$ cat config.mk
export PLATFORM = sky130hd
export DESIGN_NAME = ab_toggle_ctrl
export DESIGN_NICKNAME = d
export VERILOG_FILES = /design/src/rtl/ab_tgl_pkg.sv /design/src/rtl/ab_tgl_sync.sv /design/src/rtl/ab_tgl_edge.sv /design/src/rtl/ab_tgl_route.sv /design/src/rtl/ab_toggle_ctrl.sv
export SDC_FILE = /design/constraint.sdc
export NUM_CORES = 1
export LEC_CHECK = 0
export BUFFER_PORTS_ARGS = -buffer_cell sky130_fd_sc_hd__buf_2
export CAP_MARGIN = 20
export CORE_ASPECT_RATIO = 0.6
export CORE_MARGIN = 2
export CORE_UTILIZATION = 46
export DETAILED_ROUTE_END_ITERATION = 6
export PLACE_DENSITY = 0.77
export SETUP_SLACK_MARGIN = 0.1
export SKIP_LAST_GASP = 1
export SYNTH_ARGS = -nofsm -noshare
export SYNTH_HDL_FRONTEND = slang
export SYNTH_SLANG_ARGS = --single-unit
$ cat constraint.sdc
create_clock -name clk -period 1.7 [get_ports clk]
set_input_delay 0.17 -clock clk [delete_from_list [all_inputs] [get_ports clk]]
set_output_delay 0.17 -clock clk [all_outputs]
set_load 0.05 [all_outputs]
$ cat src/rtl/ab_tgl_pkg.sv
// Package: types shared by the toggle controller and its submodules.
// Assumes: nothing beyond IEEE 1800-2017.
package ab_tgl_pkg;

    // Edge events on the joint toggle signal
    typedef struct packed {
        logic rise;
        logic fall;
    } tgl_edge_t;

endpackage

$ cat src/rtl/ab_tgl_sync.sv
// Module: two-flop synchronizer bringing the asynchronous toggle pin
// into the system clock domain.
// Assumes: the pin holds each level for well over two clock periods.
module ab_tgl_sync #(
    parameter int STAGES = 2
) (
    input  logic clk,
    input  logic rst_n,
    input  logic d_async,
    output logic q_sync
);

    logic [STAGES-1:0] chain;

    // Shift the pin through the synchronizer chain
    always_ff @(posedge clk) begin
        if (!rst_n) begin
            chain <= '0;
        end else begin
            chain <= {chain[STAGES-2:0], d_async};
        end
    end

    assign q_sync = chain[STAGES-1];

endmodule

$ cat src/rtl/ab_tgl_edge.sv
// Module: edge detector on the joint toggle signal (global bit AND pin).
// Each transition of the input gives exactly one single-cycle event.
// Assumes: the input is already synchronous to clk.
module ab_tgl_edge
    import ab_tgl_pkg::*;
(
    input  logic      clk,
    input  logic      rst_n,
    input  logic      lvl,
    output tgl_edge_t edge_o
);

    logic lvl_q;

    // Remember the previous level of the joint toggle signal
    always_ff @(posedge clk) begin
        if (!rst_n) begin
            lvl_q <= 1'b0;
        end else begin
            lvl_q <= lvl;
        end
    end

    // Compare the current and previous levels to find edges
    always_comb begin
        edge_o.rise = lvl & ~lvl_q;
        edge_o.fall = ~lvl & lvl_q;
    end

endmodule

$ cat src/rtl/ab_tgl_route.sv
// Module: per-channel router. It turns toggle events and broadcast
// updates into registered reload strobes and A/B source selects, and
// steers code writes to register A or B.
// Assumes: sel is the registered mask; all outputs are one-cycle pulses.
module ab_tgl_route
    import ab_tgl_pkg::*;
#(
    parameter int NUM_CH = 8,
    parameter int ADDR_W = (NUM_CH > 1) ? $clog2(NUM_CH) : 1
) (
    input  logic              clk,
    input  logic              rst_n,
    input  logic [NUM_CH-1:0] sel,
    input  tgl_edge_t         edge_i,
    input  logic              bcast,
    input  logic              code_wr,
    input  logic [ADDR_W-1:0] code_ch,
    output logic [NUM_CH-1:0] upd_stb,
    output logic [NUM_CH-1:0] upd_src_b,
    output logic [NUM_CH-1:0] code_wr_a,
    output logic [NUM_CH-1:0] code_wr_b
);

    logic tgl_any;

    assign tgl_any = edge_i.rise | edge_i.fall;

    for (genvar ch = 0; ch < NUM_CH; ch++) begin : g_ch
        logic stb_n, src_n, hit_n;

        // Decide the reload and its source for this channel
        always_comb begin
            stb_n = bcast | (tgl_any & sel[ch]);
            src_n = sel[ch] & (tgl_any ? edge_i.rise : bcast);
            hit_n = code_wr & (code_ch == ADDR_W'(ch));
        end

        // Register the strobes for this channel
        always_ff @(posedge clk) begin
            if (!rst_n) begin
                upd_stb[ch]   <= 1'b0;
                upd_src_b[ch] <= 1'b0;
                code_wr_a[ch] <= 1'b0;
                code_wr_b[ch] <= 1'b0;
            end else begin
                upd_stb[ch]   <= stb_n;
                upd_src_b[ch] <= src_n;
                code_wr_a[ch] <= hit_n & ~sel[ch];
                code_wr_b[ch] <= hit_n & sel[ch];
            end
        end
    end

endmodule

$ cat src/rtl/ab_toggle_ctrl.sv
// Module: top of the A/B toggle update controller. It holds the select
// mask and the global toggle bit, synchronizes the toggle pin, detects
// edges of (global bit AND pin), and routes the results per channel.
// Assumes: the control write strobes are synchronous single-cycle pulses.
module ab_toggle_ctrl
    import ab_tgl_pkg::*;
#(
    parameter int NUM_CH = 8,
    parameter int DATA_W = 16,
    parameter int ADDR_W = (NUM_CH > 1) ? $clog2(NUM_CH) : 1
) (
    input  logic              clk,
    input  logic              rst_n,
    input  logic              clr_n,
    input  logic              sel_wr,
    input  logic [DATA_W-1:0] sel_wdata,
    input  logic              gtb_wr,
    input  logic              gtb_wdata,
    input  logic              tgl_pin,
    input  logic              code_wr,
    input  logic [ADDR_W-1:0] code_ch,
    input  logic              bcast_upd,
    output logic [NUM_CH-1:0] upd_stb,
    output logic [NUM_CH-1:0] upd_src_b,
    output logic [NUM_CH-1:0] code_wr_a,
    output logic [NUM_CH-1:0] code_wr_b
);

    logic [NUM_CH-1:0] sel_q;
    logic              gtb_q;
    logic              pin_s;
    tgl_edge_t         tgl_edge;
    logic              unused_hi;

    assign unused_hi = ^sel_wdata[DATA_W-1:NUM_CH];

    // Select mask: cleared by reset or clear, else loaded on write
    always_ff @(posedge clk) begin
        if (!rst_n || !clr_n) begin
            sel_q <= '0;
        end else if (sel_wr) begin
            sel_q <= sel_wdata[NUM_CH-1:0];
        end
    end

    // Global toggle bit: starts at 1 so the pin works without setup
    always_ff @(posedge clk) begin
        if (!rst_n) begin
            gtb_q <= 1'b1;
        end else if (gtb_wr) begin
            gtb_q <= gtb_wdata;
        end
    end

    ab_tgl_sync #(.STAGES(2)) u_sync (
        .clk     (clk),
        .rst_n   (rst_n),
        .d_async (tgl_pin),
        .q_sync  (pin_s)
    );

    ab_tgl_edge u_edge (
        .clk    (clk),
        .rst_n  (rst_n),
        .lvl    (gtb_q & pin_s),
        .edge_o (tgl_edge)
    );

    ab_tgl_route #(.NUM_CH(NUM_CH), .ADDR_W(ADDR_W)) u_route (
        .clk       (clk),
        .rst_n     (rst_n),
        .sel       (sel_q),
        .edge_i    (tgl_edge),
        .bcast     (bcast_upd),
        .code_wr   (code_wr),
        .code_ch   (code_ch),
        .upd_stb   (upd_stb),
        .upd_src_b (upd_src_b),
        .code_wr_a (code_wr_a),
        .code_wr_b (code_wr_b)
    );

endmodule

Word level (Yosys, flattened, before mapping)

Index checks and enable logic that the tools add are counted.
W data, S select, Z words.

Divide/modulo/power cells: 0
Add/subtract/negate cells: 0
Bitwise operators: 62
$mul: 0
Eq/ne operators: 7
Mux-type cells: 1
Shifts and indexed selects: 0
Reductions and logical operators: 4
Order comparisons: 0

Operator list:

| cell                 | count |
|---|---|
| $and A1 B1 Y1        | 43 |
| $eq A3 B3 Y1 const B | 4 |
| $not A1 Y1           | 10 |
| $or A1 B1 Y1         | 9 |
| $eq A3 B2 Y1 const B | 2 |
| $eq A3 B1 Y1 const B | 1 |
| $logic_not A3 Y1     | 1 |
| $logic_not A1 Y1     | 2 |
| $logic_or A1 B1 Y1   | 1 |
| $mux W1              | 1 |

Memories kept: 0
Output and inout bits: 32
Logic and storage cells: 110
Bits in latches: 0
Memory bits (writable): 0
Register bits after elaboration: 44
Memory bits (read-only): 0
Bits of input ports: 28

Logic depth before layout (Yosys ltp)

Word-level depth: 6
Gate-level depth with buffers: 4

Cells and area by module

Synthesis repeated with hierarchy kept, for this count alone.

Cells, all modules: 130
Area total of the unflattened synthesis: 1,386.3 µm²

Modules (own cells, without submodules):

| module         | area each (µm²) | seq. area each (µm²) | times used | cells an instance |
|---|---|---|---|---|
| ab_tgl_route   | 969.7           | 640.6                | 1          | 92 |
| ab_toggle_ctrl | 325.3           | 180.2                | 1          | 30 |
| ab_tgl_sync    | 52.6            | 40.0                 | 1          | 4 |
| ab_tgl_edge    | 38.8            | 20.0                 | 1          | 4 |

Worst setup path after synthesis

OpenSTA, ideal clock, no wires.

Path type: register to register
Start point: register u_sync.chain[1]
End point: register u_route.upd_src_b[0]
Library setup time: 0.115 ns
Cell stages (with the launch flop): 5
Required time: 1.585 ns
Arrival: 1.313 ns
Path slack: 0.271 ns
Cells stage by stage: dfxtp_1 -> and2_1 -> ha_1 -> mux2_4 -> and3_1

Longest elaborated chain between the ends: 6

Ends and longest elaborated chain:

| item                            | line                 | RTL |
|---|---|---|
| from (decl)                     | ab_tgl_sync.sv:13    | `logic [STAGES-1:0] chain;` |
| from (signal assigned)          | ab_tgl_sync.sv:20    | `chain <= {chain[STAGES-2:0], d_async};` |
| $and A1 B1 Y1 *                 | ab_toggle_ctrl.sv:65 | `.lvl (gtb_q & pin_s),` |
| net u_edge.lvl                  | ab_tgl_edge.sv:9     | `input logic lvl,` |
| $not A1 Y1                      | ab_tgl_edge.sv:27    | `edge_o.fall = ~lvl & lvl_q;` |
| $and A1 B1 Y1                   | ab_tgl_edge.sv:27    |  |
| $or A1 B1 Y1                    | ab_tgl_route.sv:26   | `assign tgl_any = edge_i.rise \| edge_i.fall;` |
| $mux W1 *                       | ab_tgl_route.sv:34   | `src_n = sel[ch] & (tgl_any ? edge_i.rise : bcast);` |
| $and A1 B1 Y1 *                 | ab_tgl_route.sv:34   |  |
| to (signal, indexed assignment) | ab_tgl_route.sv:47   | `upd_src_b[ch] <= src_n;` |
| to (decl)                       | ab_tgl_route.sv:19   | `output logic [NUM_CH-1:0] upd_src_b,` |

The timed path passes the listed nets; every way through them passes the cells marked *.
A chain may end at the register's enable or synchronous reset.

Worst setup path in the final report

Start point: register gtb_q
End point: register u_route.upd_src_b[1]

Longest elaborated chain between the ends: 6

Ends and longest elaborated chain:

| item                   | line                 | RTL |
|---|---|---|
| from (decl)            | ab_toggle_ctrl.sv:30 | `logic gtb_q;` |
| from (signal assigned) | ab_toggle_ctrl.sv:51 | `gtb_q <= gtb_wdata;` |
| $and A1 B1 Y1 *        | ab_toggle_ctrl.sv:65 |  |
| net u_edge.lvl         | ab_tgl_edge.sv:9     |  |
| $not A1 Y1             | ab_tgl_edge.sv:27    |  |
| $and A1 B1 Y1          | ab_tgl_edge.sv:27    |  |
| $or A1 B1 Y1           | ab_tgl_route.sv:26   |  |
| $mux W1 *              | ab_tgl_route.sv:34   |  |
| $and A1 B1 Y1 *        | ab_tgl_route.sv:34   |  |

Marks and branches as above.

==> results.ini <==
[layout]
finalInstanceArea_sq_mm = 0.00184
drive_above_1_share_pct = 36.3
finalNetCount = 210
fillCellCount = 251
num_antenna_cells = 0
syn_to_final_growth_pct = 27.7

[cts]
cts.sinks = 44
htree_levels = 2
numCtsBuffers = 5
cts_resized = 0
cts_tree = done
clkLatencyLatePin_ps = 290
clock_path_buffers = 2
cts_hold_buf = 0
path_clk_slew_ps = 70
cts_setup_buffers = 0
cts_root_buf = clkbuf_8

[sta]
worst_slack_ps = 272
setup_tns_ps = 0
clock.fmax_ghz = 0.701
post-route-min-period_ps = 1430
relSlewSlack_pct = 71.8
fin_crit_sh_pct = 84.0
skew_ps = 5.03
maxSlewViolCount = 0
rsz0062_at_grt = no
finalSetupViolCount = 0
tightest_slew_ps = 424
report.final.hold_viol_count = 0

[power_and_ir_drop]
total_power_mw = 2.02
switchingPower_mw = 0.458
power_density_mw_per_mm2 = 1090
vdd_ir_drop_max_mv = 0.729
combPwrFrac_pct = 9.2
p_leak_nw = 0.952
p_int_mw = 1.56
swShare_pct = 22.7
seqPwrFrac_pct = 53.2
pwr-share-clk_pct = 37.6

[logic_synthesis]
ys_warn_count = 0
yosysMostFrequentCell = dfxtp_1
syn_area_sq_mm = 0.00144
synth_nets = 156
synth_cells = 127
synth_commonest_cells = 44 x dfxtp_1, 17 x and3_1, 9 x mux2i_1
yosysUniqueCellTypes = 23
yosys.area.top_type = dfxtp_1
synth-seq-area-share_pct = 61.1
synthFlopType = dfxtp_1
ys_ff_latch = 44
syn_area_per_cell_sq_um = 11.4
synth_edf_count = 0
yosys.area.top_type_share_pct = 61.1
ys_async_sr_fraction_pct = 0
synthTopCellsByArea = dfxtp_1 61%, and3_1 7.4%, mux2i_1 6.2%

[die]
rows = 15
initial_core_util_pct = 49.3
die_y_um = 47.4
die_w_um = 76.3
dieArea_sq_mm = 0.00361
io_pins = 60
fp.coreArea_sq_mm = 0.00293

[placed_design]
pre_cts_ws_ps = 302
gp_congestion = 0.810
dp_hpwl_um = 2290
dpl-instance-area_sq_mm = 0.00173
io_buffers = 51

[critical_path]
critical_path_required_ps = 1890
r2r_slack_ps = 270
crit_type = reg2reg
cp-end-kind = flip-flop
critPathMaxFanout = 8
critPathLaunch = gtb_q$_SDFFE_PN1P_
arrival_ps = 1620
critPathLaunchType = flip-flop
reg2reg_from = gtb_q$_SDFFE_PN1P_

[global_routing]
grt-ovfl-total = 0
grt_first_pass_wirelength_um = 4580
grt_pass1_vias = 998
track_usage_pct = 17.5
grt_max_degree = 30
antenna_found_initial = 0

[detailed_routing]
ant_nets = 0
drc = 0
drt_pass1_iterations = 4
vias = 1086
drt_iter0_drc = 53
wl_per_cell_um = 13.7
avgViaCountPerCell = 4.85
drt-total-wl_um = 3070

[outcome]
status = finished, final reports clean

[hold_path]
hold_start = tgl_pin
hp-class = in2reg

[flow_run]
drv_cap = 0

-- final timing paths --
| path | to | cells past startpoint |
|---|---|---|
| worst max register to register | u_route.upd_src_b[1]$_SDFF_PN0_ | 4 |
| worst min register to register | u_sync.chain[1]$_SDFF_PN0_ | 1 |
| worst max-delay path | u_route.upd_src_b[1]$_SDFF_PN0_ | 4 |
| worst min-delay path | u_sync.chain[0]$_SDFF_PN0_ | 2 |
-- cell families (layout without fill, tap and decap cells) --
| family | after synthesis | after routing | share of synthesized area (%) |
|---|---|---|---|
| AO/OA/AOI/OAI | 8 | 8 | 4.16 |
| AND/OR/NAND/NOR | 58 | 58 | 24.7 |
| buffers and inverters | 6 | 61 | 1.91 |
| adder cells (fa/ha/maj) | 1 | 1 | 0.867 |
| flip-flops | 44 | 44 | 61.1 |
| multiplexers | 10 | 10 | 7.29 |
-- critical path, cell delays in order (launching register included) --
cell and delay, ps:
dfxtp_1 330, and2_1 140, ha_1 320, mux2_4 340
and3_1 190
-- area by class of cell --
cell class / count / area (sq um) / area share (%)
Clock buffer: 6 / 72.6 / 3.94
Clock inverter: 2 / 35.0 / 1.90
Inverter: 1 / 3.75 / 0.204
Multi-Input combinational cell: 77 / 534 / 29.0
Sequential cell: 44 / 881 / 47.8
Tap cell: 42 / 52.6 / 2.85
Timing Repair Buffer: 52 / 263 / 14.3
-- layer usage --
layer	vias to the layer above	wire length, um	GRT usage, %	part of all wire [%]
li1	539	-	-	-
met1	498	1460	21.0	48
met2	42	1330	28.1	43
met3	7	213	6.54	6.9
met4	0	61	10.9	2.0
met5	-	0	0	0
-- cells in the final DEF, fill, tap and decap left out, drive strengths merged --
master / count
nor2b: 5
clkbuf: 6
and2: 4
clkinv: 1
nor2: 8
or3b: 1
inv: 1
and3b: 2
nand2: 3
nor3: 8
mux2: 1
nand3: 1
mux2i: 9
o21a: 8
ha: 1
nor3b: 1
dfxtp: 44
nand3b: 2
buf: 52
nand2b: 1
bufinv: 1
and2b: 4
and3: 18
-- flip-flops by register name, indices dropped and copies added, names as in the netlist --
name and flops:
u_edge.lvl_q 1, u_sync.chain 2, u_route.upd_src_b 8, gtb_q 1, u_route.code_wr_a 8, u_route.upd_stb 8, u_route.code_wr_b 8, sel_q 8
-- power by group through the flow --
stage                     clock network (mW)  registers (mW)  logic, mW
after floorplan                            0            1.15     0.0723
after global placement                     0            1.09      0.180
after detailed placement                   0            1.10      0.186
after CTS                              0.776            1.07      0.186
after global routing                   0.818            1.07      0.198
final                                  0.757            1.07      0.186
-- stage by stage --
stage	cells	hold slack [ps]	utilization (%)
floorplan	127	297	-
global placement	216	376	59.2
detailed placement	216	406	59.2
CTS	224	98.1	62.9
global route	224	107	62.9
finish	224	99.0	62.9
No activity file was read; power rests on OpenSTA's default activity.
